**src/rtl/evc_pkg.sv**
```systemverilog
package evc_pkg;
  typedef enum logic {
    CLR_NOW     = 1'b0,
    CLR_ON_NEXT = 1'b1
  } clr_mode_e;
endpackage

```
**src/rtl/sync_chain.sv**
```systemverilog
module sync_chain #(
  parameter int STAGES = 2
) (
  input  logic clk,
  input  logic rst,
  input  logic din,
  output logic dout
);
  localparam int LAST = STAGES - 1;

  logic [LAST:0] stage_q;

  generate
    for (genvar g = 0; g < STAGES; g++) begin : g_stage
      if (g == 0) begin : g_first
        always_ff @(posedge clk) begin
          if (rst) stage_q[0] <= 1'b0;
          else     stage_q[0] <= din;
        end
      end else begin : g_next
        always_ff @(posedge clk) begin
          if (rst) stage_q[g] <= 1'b0;
          else     stage_q[g] <= stage_q[g-1];
        end
      end
    end
  endgenerate

  assign dout = stage_q[LAST];
endmodule

```
**src/rtl/rise_pulse.sv**
```systemverilog
module rise_pulse (
  input  logic clk,
  input  logic rst,
  input  logic lvl,
  output logic pulse
);
  logic lvl_d;

  always_ff @(posedge clk) begin
    if (rst) lvl_d <= 1'b0;
    else     lvl_d <= lvl;
  end

  assign pulse = lvl & ~lvl_d;


  one_pulse_chk: assert property (@(posedge clk) disable iff (rst)
    pulse |=> !pulse);
endmodule

```
**src/rtl/count_core.sv**
```systemverilog
module count_core
  import evc_pkg::*;
#(
  parameter int        W       = 16,
  parameter clr_mode_e MODE    = CLR_NOW,
  parameter bit        WRAP_EN = 1'b1
) (
  input  logic         clk,
  input  logic         rst,
  input  logic         inc_p,
  input  logic         clr_p,
  output logic [W-1:0] cnt,
  output logic         wrap
);
  localparam logic [W-1:0] ZERO = '0;

  logic [W-1:0] cnt_n;
  logic [W:0]   sum;
  logic         pend, pend_n, wrap_n;

  assign sum = {1'b0, cnt} + {{W{1'b0}}, 1'b1};

  always_comb begin
    cnt_n  = cnt;
    pend_n = pend;
    wrap_n = 1'b0;
    if (MODE == CLR_NOW) begin
      pend_n = 1'b0;
      if (clr_p) begin
        cnt_n = ZERO;
      end else if (inc_p) begin
        cnt_n  = sum[W-1:0];
        wrap_n = sum[W];
      end
    end else begin
      if (inc_p) begin
        if (clr_p || pend) begin
          cnt_n  = ZERO;
          pend_n = 1'b0;
        end else begin
          cnt_n  = sum[W-1:0];
          wrap_n = sum[W];
        end
      end else if (clr_p) begin
        pend_n = 1'b1;
      end
    end
  end

  always_ff @(posedge clk) begin
    if (rst) begin
      cnt  <= ZERO;
      pend <= 1'b0;
      wrap <= 1'b0;
    end else begin
      cnt  <= cnt_n;
      pend <= pend_n;
      wrap <= WRAP_EN ? wrap_n : 1'b0;
    end
  end


  inc_step_chk: assert property (@(posedge clk) disable iff (rst)
    (inc_p && !clr_p && !pend) |=> (cnt == W'($past(cnt) + 1'b1)));


  clr_now_chk: assert property (@(posedge clk) disable iff (rst)
    (MODE == CLR_NOW && clr_p) |=> (cnt == ZERO));


  defer_hold_chk: assert property (@(posedge clk) disable iff (rst)
    (MODE == CLR_ON_NEXT && clr_p && !inc_p) |=> (pend && $stable(cnt)));


  defer_both_chk: assert property (@(posedge clk) disable iff (rst)
    (MODE == CLR_ON_NEXT && clr_p && inc_p) |=> (cnt == ZERO && !pend));


  wrap_zero_chk: assert property (@(posedge clk) disable iff (rst)
    wrap |-> (cnt == ZERO));


  idle_chk: assert property (@(posedge clk) disable iff (rst)
    (!inc_p && !clr_p) |=> $stable(cnt));
endmodule

```
**src/rtl/edge_event_counter.sv**
```systemverilog
module edge_event_counter
  import evc_pkg::*;
#(
  parameter int        CNT_W       = 16,
  parameter int        SYNC_STAGES = 2,
  parameter clr_mode_e CLR_MODE    = CLR_NOW,
  parameter bit        WRAP_EN     = 1'b1
) (
  input  logic             clk,
  input  logic             rst,
  input  logic             inc_in,
  input  logic             clr_in,
  output logic [CNT_W-1:0] count_o,
  output logic             wrap_o
);
  logic inc_lvl, clr_lvl, inc_p, clr_p;

  sync_chain #(.STAGES(SYNC_STAGES)) u_inc_sync (
    .clk(clk), .rst(rst), .din(inc_in), .dout(inc_lvl));
  sync_chain #(.STAGES(SYNC_STAGES)) u_clr_sync (
    .clk(clk), .rst(rst), .din(clr_in), .dout(clr_lvl));

  rise_pulse u_inc_edge (.clk(clk), .rst(rst), .lvl(inc_lvl), .pulse(inc_p));
  rise_pulse u_clr_edge (.clk(clk), .rst(rst), .lvl(clr_lvl), .pulse(clr_p));

  count_core #(.W(CNT_W), .MODE(CLR_MODE), .WRAP_EN(WRAP_EN)) u_core (
    .clk(clk), .rst(rst), .inc_p(inc_p), .clr_p(clr_p),
    .cnt(count_o), .wrap(wrap_o));


  both_now_chk: assert property (@(posedge clk) disable iff (rst)
    (CLR_MODE == CLR_NOW && inc_p && clr_p) |=> (count_o == '0 && !wrap_o));
endmodule

```
**config.mk**
```make
export PLATFORM = sky130hd
export DESIGN_NAME = edge_event_counter
export DESIGN_NICKNAME = d
export VERILOG_FILES = /design/src/rtl/evc_pkg.sv /design/src/rtl/sync_chain.sv /design/src/rtl/rise_pulse.sv /design/src/rtl/count_core.sv /design/src/rtl/edge_event_counter.sv
export SDC_FILE = /design/constraint.sdc
export NUM_CORES = 1
export LEC_CHECK = 0
export ABC_AREA = 1
export BUFFER_PORTS_ARGS = -buffer_cell sky130_fd_sc_hd__buf_2
export CELL_PAD_IN_SITES_DETAIL_PLACEMENT = 1
export CELL_PAD_IN_SITES_GLOBAL_PLACEMENT = 2
export CORE_MARGIN = 2
export CORE_UTILIZATION = 29
export CTS_CLUSTER_SIZE = 14
export DETAILED_ROUTE_END_ITERATION = 16
export PLACE_DENSITY_LB_ADDON = 0.1
export SLEW_MARGIN = 25
export SYNTH_ARGS = -nofsm -noshare
export SYNTH_HDL_FRONTEND = slang
export SYNTH_SLANG_ARGS = --single-unit
```
**constraint.sdc**
```tcl
create_clock -name clk -period 1.3 [get_ports clk]
set_input_delay 0 -clock clk [delete_from_list [all_inputs] [get_ports clk]]
set_output_delay 0 -clock clk [all_outputs]
set_load 0.03 [all_outputs]
```
# [After elaboration in Yosys (flattened, before gate mapping)]
# Index checks and enable logic that the tools add are counted.
[word_totals] latch_bits=0 romBits=0 elab_cells=16 inputBits=4 mem_bits_rw=0 ff_bits=23 n_memories=0 output_inout_bits=17
[classes] bitwise_logic=5 order_cmp=0 n_mul=0 shift=0 reduce_logical=2 addsub=1 n_eq_ne=0 n_div=0 n_mux=0
[op_table] op="16-bit by 1-bit adder with 17-bit output, second input constant" count=1
[op_table] op="1-bit NOT" count=3
[op_table] op="3-bit OR reduction" count=1
[op_table] op="1-bit AND" count=2
[op_table] op="2-bit OR reduction" count=1

# [Longest topological paths before layout]
# Gate-level depths: netlist (run 1).
[logic_depth] word_depth=4 depth_mapped=9 mapped_depth_nobuf=9

# [Cells and area by module]
# A second synthesis (run 1) with hierarchy kept.
[hier_totals] cells_unflattened=149 area_unflattened_um2=1054.8
[by_module_without_submodules] module="count_core" area_per_inst_um2=882.1 seq_area_each_um2=340.3 instances=1 cells_per_inst=129
[by_module_without_submodules] module="sync_chain" area_per_inst_um2=55.1 seq_area_each_um2=40.0 instances=2 cells_per_inst=6
[by_module_without_submodules] module="rise_pulse" area_per_inst_um2=31.3 seq_area_each_um2=20.0 instances=2 cells_per_inst=4

# [Worst setup path before layout (run 1)]
# OpenSTA, ideal clock, no wires.
[synth_timing] path_kind="reg-to-reg" from="register u_core.cnt[0]" to="register u_core.cnt[8]" path_stages_with_launch=7 path_buffers=0 slack_ns=-0.152 setup_ns=0.113 t_arrival_ns=1.339 required_time_ns=1.187 synth_period_minus_slack_ns=1.452 cell_sequence="dfxtp_1 ha_1 nand4_2 nor2_2 nand2_2 o21ai_1 nor2_1"
[synth_between] elab_chain_len=1
[synth_lines] item="start, declared" line_no="count_core.sv:12" text="output logic [W-1:0] cnt,"
[synth_lines] item="start signal, assigned" line_no="count_core.sv:56" text="cnt <= cnt_n;"
[synth_lines] item="16-bit by 1-bit adder with 17-bit output" line_no="count_core.sv:21" text="assign sum = {1'b0, cnt} + {{W{1'b0}}, 1'b1};"
# No other way between the ends.
# A chain may end at the register's enable or synchronous reset.

# [Worst setup path after layout (run 1)]
[layout_timing] from="register u_core.cnt[0]" to="register u_core.cnt[13]"
# Same word-level chain as after synthesis.

==> results.json, run 1 <==
{
  "dp_hpwl_um": 2178,
  "drive_above_1_share_pct": 30.32,
  "r2r_end": "u_core.cnt[13]$_SDFFE_PP0P_",
  "fillCellCount": 479,
  "rrSetupSlack_ns": 0.1,
  "worstPathRequired_ns": 1.47,
  "antenna_cells": 0,
  "synth_cell_types": 20,
  "htreeDepth": 1,
  "end_kind": "register",
  "status": "finished clean",
  "die_w_um": 64.60,
  "synth_area_um2": 1065,
  "p_sw_mw": 0.2836,
  "cts_sinks": 23,
  "hold_path.startpoint": "u_inc_sync.stage_q[0]$_SDFF_PP0_",
  "yosysTopAreaCell": "dfxtp_1",
  "core_area_um2": 3606,
  "dr.first_iter.drc_count": 25,
  "tightest_slew_ns": 0.2744,
  "setup_tns_ns": 0,
  "seqPwrFrac_pct": 58.0,
  "clock_skew_ns": 0.003340,
  "clk_pin_slew_ns": 0.09,
  "core.rowCount": 22,
  "antenna_found_initial": 0,
  "vias": 1048,
  "io_buffers": 20,
  "first_pass_iters": 4,
  "wl_um": 2754,
  "intPower_mw": 0.9533,
  "combPwrFrac_pct": 5.5,
  "finalSetupViolCount": 0,
  "ios": 21,
  "reg2reg_depth": 5,
  "grt_pass1_vias": 1070,
  "cts_buffer_depth": 2,
  "hold_viol": 0,
  "max_slew_margin_pct": 81.68,
  "clockPowerShare_pct": 36.5,
  "grt_pass1_wl_um": 4726,
  "fp.dieArea_um2": 4173,
  "fin_nets": 194,
  "synth_top_area_share_pct": 43.24,
  "syn-mean-instance-area_um2": 6.959,
  "track_usage_pct": 14.75,
  "synth-seq-area-share_pct": 43.24,
  "synth-seq-cells": 23,
  "routed_via_density": 4.441,
  "p_total_mw": 1.237,
  "post-route-min-period_ns": 1.203,
  "route.detailed.drc": 0,
  "synth_area_leaders": "dfxtp_1 (43%), nand2_1 (11%), nor2_1 (9.2%)",
  "peakVddDrop_v": 0.0004598,
  "dieHeight_um": 64.60,
  "power_density_nw_per_um2": 861.9,
  "hold_depth": 2,
  "max-cap-violations": 0,
  "leakagePower_nw": 0.6364,
  "critPathArrivalTime_ns": 1.37,
  "grt_max_degree": 14,
  "initial_utilization_pct": 29.53,
  "gp_congestion": 0.7130,
  "report.final.slew_viol_count": 0,
  "clock_latency_ns": 0.26,
  "yosysWarnings": 0,
  "critPathKind": "register to register",
  "cts_tree": "yes",
  "syn_inst": 153,
  "p_sw_share_pct": 22.93,
  "reg2reg_from": "u_core.cnt[0]$_SDFFE_PP0P_",
  "multi_input_area_um2": 546.8,
  "gr-total-overflow": 0,
  "wl_per_cell_um": 11.67,
  "min_period_over_period_pct": 92.50,
  "seq_area_um2": 470.5,
  "fmax_mhz": 831.6,
  "startpoint_type": "register",
  "cp_max_fo": 5,
  "cts_made_buffers": 3,
  "hold_class": "register to register",
  "min_to": "u_inc_sync.dout$_SDFF_PP0_",
  "syn2layout_area_growth_pct": 34.78,
  "rsz0062_at_grt": "yes",
  "antenna_left": 0,
  "root_buffer": "clkbuf_8",
  "synth_nets": 158
}
-- how the worst max path moves through the flow --
stage                                        endpoint                       start
after floorplan            u_core.cnt[8]$_SDFFE_PP0P_  u_core.cnt[3]$_SDFFE_PP0P_
after global placement     u_core.cnt[6]$_SDFFE_PP0P_  u_core.cnt[0]$_SDFFE_PP0P_
after detailed placement  u_core.cnt[14]$_SDFFE_PP0P_  u_core.cnt[0]$_SDFFE_PP0P_
after CTS                 u_core.cnt[12]$_SDFFE_PP0P_  u_core.cnt[0]$_SDFFE_PP0P_
after global routing      u_core.cnt[12]$_SDFFE_PP0P_  u_core.cnt[0]$_SDFFE_PP0P_
final                     u_core.cnt[13]$_SDFFE_PP0P_  u_core.cnt[0]$_SDFFE_PP0P_
-- routing by layer --
| layer | share of wire, % | wire (µm) | up-vias | global-route usage, % |
|---|---|---|---|---|
| li1 | - | - | 545 | - |
| met1 | 45 | 1246 | 484 | 18.02 |
| met2 | 51 | 1395 | 17 | 26.04 |
| met3 | 3.3 | 90 | 2 | 3.299 |
| met4 | 0.80 | 22 | 0 | 3.989 |
| met5 | 0 | 0 | - | 0 |
-- power by group through the flow --
stage / Clock, mW / Combinational [mW] / Sequential, mW
floorplan: 0 / 0.0312 / 0.737
global placement: 0 / 0.0545 / 0.734
detailed placement: 0 / 0.0557 / 0.735
CTS: 0.475 / 0.0677 / 0.719
global route: 0.511 / 0.0783 / 0.718
finish: 0.451 / 0.0686 / 0.717
-- layout make-up --
class                   instances  area share (%)
flip-flops and latches         23           32.78
repair buffers                 32           14.12
well taps                      48           4.185
clock inverters                 1          0.3487
multi-input cells             100           38.10
inverters                      29           7.585
clock buffers                   3           2.877
-- per-stage QoR --
| stage | utilization, % | hold WS [ns] | std cells | setup WS [ns] | cell area [µm²] |
|---|---|---|---|---|---|
| 3_3_place_gp | 34.98 | 0.2009 | 225 | 0.05481 | 1261 |
| 6_report | 39.80 | 0.4046 | 236 | 0.09747 | 1435 |
| 3_5_place_dp | 34.98 | 0.2137 | 225 | -0.03897 | 1261 |
| 4_1_cts | 38.24 | 0.4139 | 234 | 0.003190 | 1379 |
| 2_1_floorplan | - | 0.07118 | 153 | -0.01765 | 1069 |
| 5_1_grt | 39.80 | 0.4199 | 236 | -0.01019 | 1435 |
-- placed cells by master (no fill, tap or decap) --
master | Yosys | final
nand2_2 | 6 | 5
nand4_4 | 0 | 1
clkinv_2 | 0 | 1
o21ai_0 | 3 | 3
buf_2 | 1 | 20
dlygate4sd3_1 | 0 | 5
nor2_4 | 1 | 5
o21bai_1 | 1 | 1
nand2_4 | 0 | 1
nand2_1 | 31 | 31
dfxtp_4 | 0 | 2
nor2_1 | 26 | 24
o21ai_1 | 2 | 2
nor2_2 | 4 | 2
dfxtp_2 | 0 | 2
dfxtp_1 | 23 | 19
nor3_1 | 2 | 1
buf_4 | 0 | 7
nand4_1 | 7 | 7
nor3_2 | 1 | 2
a21oi_1 | 9 | 9
nor3_4 | 1 | 1
inv_2 | 4 | 4
ha_4 | 0 | 1
inv_1 | 25 | 25
clkbuf_8 | 0 | 3
nand3_1 | 4 | 4
-- cell usage after synthesis, drive strengths merged --
cell / count
nand2: 37
buf: 1
nor3: 4
o21ai: 5
dfxtp: 23
ha: 1
a21oi: 9
nand3: 4
o21bai: 1
inv: 29
nand4: 8
nor2: 31
-- state kept, by name, indices dropped and copies added, names as in the netlist --
| register | count |
|---|---|
| u_inc_sync.dout | 1 |
| u_inc_sync.stage_q | 1 |
| u_inc_edge.lvl_d | 1 |
| u_clr_sync.stage_q | 1 |
| u_clr_sync.dout | 1 |
| u_clr_edge.lvl_d | 1 |
| u_core.cnt | 16 |
| u_core.wrap | 1 |
-- worst max-delay path: stages (launching register included) --
cell      delay [ns]
dfxtp_4         0.38
nand3_1         0.16
nor2_4          0.16
nand4_1         0.18
o21bai_1        0.17
nor2_1          0.05
-- cell families (layout without fill, tap and decap cells) --
family	after synthesis	after routing	share of synthesized area (%)
compound gates	15	15	7.285
fa+ha+maj	1	1	1.175
buf+inv	30	65	10.69
flops	23	23	43.24
simple gates	84	84	37.60
-- repair_timing --
| item | in CTS | in global routing |
|---|---|---|
| pin swaps | 0 | 4 |
| endpoints found under the hold margin | 6 | 0 |
| hold buffers | 5 | 0 |
| setup buffers | 0 | 2 |
| endpoints found under the setup margin | 4 | 8 |
| resized for setup | 4 | 10 |
No activity file was read; power rests on OpenSTA's default activity.
==> run 2: changes to the inputs <==
--- a/config.mk
+++ b/config.mk
@@ -13,7 +13,7 @@
 export CORE_UTILIZATION = 29
 export CTS_CLUSTER_SIZE = 14
 export DETAILED_ROUTE_END_ITERATION = 16
-export PLACE_DENSITY_LB_ADDON = 0.1
+export PLACE_DENSITY = 0.84
 export SLEW_MARGIN = 25
 export SYNTH_ARGS = -nofsm -noshare
 export SYNTH_HDL_FRONTEND = slang
==> results.json, run 2 (synthesis gave the netlist of run 1 again) <==
{
  "combPwrFrac_pct": 5.7,
  "dieHeight_um": 64.60,
  "cts_made_buffers": 3,
  "clock_latency_ns": 0.27,
  "dr.first_iter.drc_count": 15,
  "grt_pass1_vias": 1111,
  "initial_utilization_pct": 29.53,
  "syn2layout_area_growth_pct": 31.85,
  "fin_nets": 190,
  "core.rowCount": 22,
  "final_cell_mix": "nand2_1 (30), inv_1 (25), nor2_1 (25)",
  "wl_um": 3051,
  "cts_tree": "yes",
  "max-cap-violations": 0,
  "clockPowerShare_pct": 36.9,
  "status": "finished clean",
  "gr-total-overflow": 0,
  "fp.dieArea_um2": 4173,
  "largest-register": "u_core.cnt",
  "die_w_um": 64.60,
  "route.detailed.drc": 0,
  "tightest_slew_ns": 0.2501,
  "core_area_um2": 3606,
  "min_period_over_period_pct": 93.92,
  "reg2reg_from": "u_core.cnt[2]$_SDFFE_PP0P_",
  "gp_congestion": 0.8021,
  "power_density_nw_per_um2": 890.8,
  "io_buffers": 20,
  "end_kind": "register",
  "max_slew_margin_pct": 83.30,
  "track_usage_pct": 16.48,
  "peakVddDrop_v": 0.0002747,
  "ios": 21,
  "routed_via_density": 4.547,
  "antenna_cells": 0,
  "rsz0062_at_grt": "yes",
  "hold_class": "register to register",
  "antenna_found_initial": 0,
  "intPower_mw": 0.9548,
  "first_pass_iters": 4,
  "setup_tns_ns": 0,
  "wl_per_cell_um": 13.15,
  "antenna_left": 0,
  "vias": 1055,
  "leakagePower_nw": 0.6179,
  "drive_above_1_share_pct": 29.89,
  "rrSetupSlack_ns": 0.08,
  "seqPwrFrac_pct": 57.3,
  "clock_skew_ns": 0.003648,
  "finalSetupViolCount": 0,
  "critPathKind": "register to register",
  "root_buffer": "clkbuf_8",
  "cp_max_fo": 5,
  "hold_viol": 0,
  "report.final.slew_viol_count": 0,
  "cts_sinks": 23,
  "fmax_mhz": 819.0,
  "grt_max_degree": 14,
  "fillCellCount": 469,
  "p_total_mw": 1.251,
  "grt_pass1_wl_um": 5195,
  "p_sw_mw": 0.2958,
  "p_sw_share_pct": 23.66,
  "worstPathRequired_ns": 1.47,
  "cts_buffer_depth": 2,
  "hold_path.startpoint": "u_inc_sync.stage_q[0]$_SDFF_PP0_",
  "clk_pin_slew_ns": 0.09,
  "post-route-min-period_ns": 1.221,
  "startpoint_type": "register",
  "largest_reg_flops": 16,
  "critPathArrivalTime_ns": 1.39,
  "dp_hpwl_um": 2194,
  "startpoint": "u_core.cnt[2]$_SDFFE_PP0P_",
  "final_common_cell": "nand2_1",
  "htreeDepth": 1,
  "holdWs_ns": 0.4009
}
[run 2: cell count changes in the layout (fill, tap and decap cells not counted), sizes merged]
| cell | before | now |
|---|---|---|
| buf | 27 | 23 |
[run 2: routing by layer]
layer  share of wire (%)  GRT usage (%)  wire length, µm  up-vias
met4                 2.1          7.713               63        0
met5                   0              0                0        -
met1                  43          18.78             1305      499
li1                    -              -                -      537
met3                 2.0          2.083               61        5
met2                  53          30.34             1621       14
[run 2: worst max-delay path, cell delays in order (launching register included)]
cell and delay, ns:
dfxtp_2 0.40, nand3_1 0.18, nor2_4 0.15, nand4_1 0.16, o21bai_1 0.18, nor2_1 0.06
[run 2: power by group through the flow]
stage | sequential [mW] | clock (mW) | combinational, mW
after floorplan | 0.737 | 0 | 0.0312
after global placement | 0.734 | 0 | 0.0532
after detailed placement | 0.735 | 0 | 0.0559
after CTS | 0.719 | 0.479 | 0.0680
after global routing | 0.719 | 0.512 | 0.0809
final | 0.717 | 0.462 | 0.0718
[run 2: worst paths after layout]
check                                      to  depth (start not counted)
hold / removal     u_inc_sync.dout$_SDFF_PP0_                          2
setup / recovery  u_core.cnt[13]$_SDFFE_PP0P_                          5
hold reg to reg    u_inc_sync.dout$_SDFF_PP0_                          2
setup reg to reg  u_core.cnt[13]$_SDFFE_PP0P_                          5
[run 2: through the flow]
stage / utilization [%] / area [µm²] / worst slack, ns / std cells
after global placement: 34.56 / 1246 / 0.03385 / 223
after global routing: 38.93 / 1404 / -0.03107 / 232
after CTS: 37.82 / 1364 / 0.002821 / 232
after floorplan: - / 1069 / -0.01765 / 153
final: 38.93 / 1404 / 0.07901 / 232
after detailed placement: 34.56 / 1246 / -0.02795 / 223
[run 2: area by class of cell]
cell class	instances	area, µm²	area share, %
multi-input cells	100	540.5	38.50
inverters	29	111.4	7.932
flip-flops and latches	23	473.0	33.69
clock inverters	1	5.005	0.3565
clock buffers	3	41.29	2.941
repair buffers	28	172.7	12.30
well taps	48	60.06	4.278
[run 2: timing repair]
action	4_1_cts	5_1_grt
endpoints found under the hold margin	6	0
resized for setup	4	12
hold buffers	5	0
buffers inserted	0	0
endpoints found under the setup margin	3	7
pin swaps	0	2
==> run 3: changes to the inputs <==
--- a/config.mk
+++ b/config.mk
@@ -5,15 +5,14 @@
 export SDC_FILE = /design/constraint.sdc
 export NUM_CORES = 1
 export LEC_CHECK = 0
-export ABC_AREA = 1
 export BUFFER_PORTS_ARGS = -buffer_cell sky130_fd_sc_hd__buf_2
 export CELL_PAD_IN_SITES_DETAIL_PLACEMENT = 1
 export CELL_PAD_IN_SITES_GLOBAL_PLACEMENT = 2
 export CORE_MARGIN = 2
-export CORE_UTILIZATION = 29
+export CORE_UTILIZATION = 31
 export CTS_CLUSTER_SIZE = 14
 export DETAILED_ROUTE_END_ITERATION = 16
-export PLACE_DENSITY = 0.84
+export PLACE_DENSITY = 0.82
 export SLEW_MARGIN = 25
 export SYNTH_ARGS = -nofsm -noshare
 export SYNTH_HDL_FRONTEND = slang
==> results.json, run 3 <==
{
  "status": "finished with violations",
  "violations": "setup timing",
  "power_density_nw_per_um2": 804.0,
  "antenna_cells": 0,
  "syn2layout_area_growth_pct": 49.32,
  "clock_skew_ns": 0.01321,
  "syn-mean-instance-area_um2": 9.720,
  "vias": 849,
  "async_flop_share_pct": 0,
  "track_usage_pct": 15.86,
  "drive_above_1_share_pct": 49.66,
  "hold_viol": 0,
  "core.rowCount": 19,
  "synth-seq-area-share_pct": 49.86,
  "cts_buffer_depth": 2,
  "synth_area_leaders": "dfxtp_1 (50%), xor2_1 (11%), nor2_1 (5.7%)",
  "gr-total-overflow": 0,
  "endpoint": "u_core.cnt[15]$_SDFFE_PP0P_",
  "yosysTopAreaCell": "dfxtp_1",
  "initial_utilization_pct": 33.20,
  "yosys_most_used_dff": "dfxtp_1",
  "final_cell_mix": "buf_4 (22), buf_2 (20), nor2_1 (14)",
  "max_slew_margin_pct": 80.89,
  "worstPathRequired_ns": 1.57,
  "io_buffers": 20,
  "layout_setup_ws_ns": -0.09576,
  "routed_via_density": 4.824,
  "finalSetupViolCount": 4,
  "die_w_um": 58.58,
  "post-route-min-period_ns": 1.396,
  "critPathArrivalTime_ns": 1.66,
  "hold_class": "register to register",
  "first_pass_iters": 4,
  "startpoint_type": "register",
  "grt_pass1_vias": 869,
  "report.final.slew_viol_count": 0,
  "antenna_found_initial": 0,
  "dieHeight_um": 58.58,
  "dp_hpwl_um": 1801,
  "cts_tree": "yes",
  "fp.dieArea_um2": 3431,
  "dr.first_iter.drc_count": 17,
  "reg2reg_from": "u_inc_edge.lvl_d$_SDFF_PP0_",
  "tightest_slew_ns": 0.2842,
  "startpoint": "u_inc_edge.lvl_d$_SDFF_PP0_",
  "yosysWarnings": 0,
  "leakagePower_nw": 0.6099,
  "route.detailed.drc": 0,
  "antenna_left": 0,
  "final_common_cell": "buf_4",
  "rrSetupSlack_ns": -0.1,
  "cts_sinks": 23,
  "placed_cell_area_um2": 1251,
  "synth_edf_count": 0,
  "largest_reg_flops": 16,
  "gp_congestion": 0.6899,
  "clk_pin_slew_ns": 0.14,
  "p_total_mw": 1.109,
  "syn_inst": 95,
  "clock_latency_ns": 0.32,
  "final_util_pct": 49.57,
  "largest-register": "u_core.cnt",
  "synth_common_cells": "dfxtp_1 (23), nor2_1 (14), xor2_1 (12), nand4_1 (8), nor2b_1 (7)",
  "root_buffer": "clkbuf_4",
  "grt_max_degree": 17,
  "holdWs_ns": 0.4549,
  "cts_made_buffers": 3,
  "end_kind": "register",
  "synth_cell_types": 25,
  "rsz0062_at_grt": "yes",
  "min_period_over_period_pct": 107.4,
  "synth_nets": 100,
  "peakVddDrop_v": 0.0005057,
  "max-cap-violations": 0,
  "synth_area_um2": 923.4,
  "grt_pass1_wl_um": 4057,
  "fin_area_um2": 1379,
  "synth-seq-cells": 23,
  "yosysMostFrequentCell": "dfxtp_1",
  "r2r_end": "u_core.cnt[15]$_SDFFE_PP0P_",
  "wl_per_cell_um": 13.85,
  "wl_um": 2438,
  "ios": 21,
  "htreeDepth": 1,
  "critPathKind": "register to register",
  "fmax_mhz": 716.5,
  "core_area_um2": 2781,
  "synth_top_area_share_pct": 49.86,
  "reg2reg_depth": 4,
  "fin_nets": 151,
  "fillCellCount": 334,
  "cp_max_fo": 3
}
[run 3: kinds of logic (layout without fill, tap and decap cells)]
group,after synthesis,count (layout),synth area share [%]
xor+xnor,13,13,12.33
buf+inv,4,54,2.439
mux,1,1,1.084
simple gates,47,47,29.14
fa+ha+maj,1,1,1.355
compound gates,6,6,3.794
flops,23,23,49.86
[run 3: worst min-delay path by stage]
stage                                           from                          endpoint  slack [ns]  depth (start not counted)
floorplan                                        rst       u_clr_edge.lvl_d$_SDFF_PP0_        0.07                          1
global placement                              inc_in  u_inc_sync.stage_q[0]$_SDFF_PP0_        0.21                          2
detailed placement                            inc_in  u_inc_sync.stage_q[0]$_SDFF_PP0_        0.22                          2
CTS                                              rst       u_clr_edge.lvl_d$_SDFF_PP0_        0.45                          3
global route                                     rst       u_inc_edge.lvl_d$_SDFF_PP0_        0.46                          3
finish              u_inc_sync.stage_q[0]$_SDFF_PP0_        u_inc_sync.dout$_SDFF_PP0_        0.45                          1
[run 3: critical path, stage by stage (launching register included)]
cell and delay, ns:
dfxtp_2 0.34, and4b_2 0.31, nand3_4 0.09, or4_4 0.49
a21oi_2 0.13
[run 3: metrics by stage]
stage,std cells,setup slack [ns],setup TNS [ns]
2_1_floorplan,95,-0.1562,-0.4151
3_3_place_gp,165,-0.02627,-0.05857
3_5_place_dp,165,-0.1317,-0.3016
4_1_cts,175,-0.1027,-0.1692
5_1_grt,176,-0.1325,-0.6326
6_report,176,-0.09576,-0.1481
[run 3: repair_timing]
item	in CTS	in global routing
resized for setup	8	4
hold buffers	5	0
hold endpoints to repair	6	0
pin swaps	3	4
setup buffers	1	1
setup endpoints to repair	9	9
[run 3: power by group]
group          total [mW]  internal, mW  leakage, nW  switching, mW
registers           0.699         0.695        0.196        0.00403
logic              0.0645        0.0319        0.396         0.0325
clock network       0.345         0.115       0.0177          0.230
total                1.11         0.842        0.610          0.267
[run 3: layout make-up]
cell class	instances	area [µm²]	area share [%]
Tap cell	31	38.79	2.813
Inverter	1	3.754	0.2722
Clock buffer	3	22.52	1.633
Sequential cell	23	501.7	36.39
Timing Repair Buffer	49	337.8	24.50
Clock inverter	1	5.005	0.3630
Multi-Input combinational cell	68	469.2	34.03
[run 3: metal layers]
| metal | part of all wire, % | routed length (µm) | up-vias | GRT usage [%] |
|---|---|---|---|---|
| li1 | - | - | 427 | - |
| met1 | 43 | 1041 | 396 | 18.55 |
| met2 | 52 | 1269 | 20 | 28.41 |
| met3 | 4.1 | 99 | 6 | 2.637 |
| met4 | 1.1 | 28 | 0 | 6.818 |
| met5 | 0 | 0 | - | 0 |
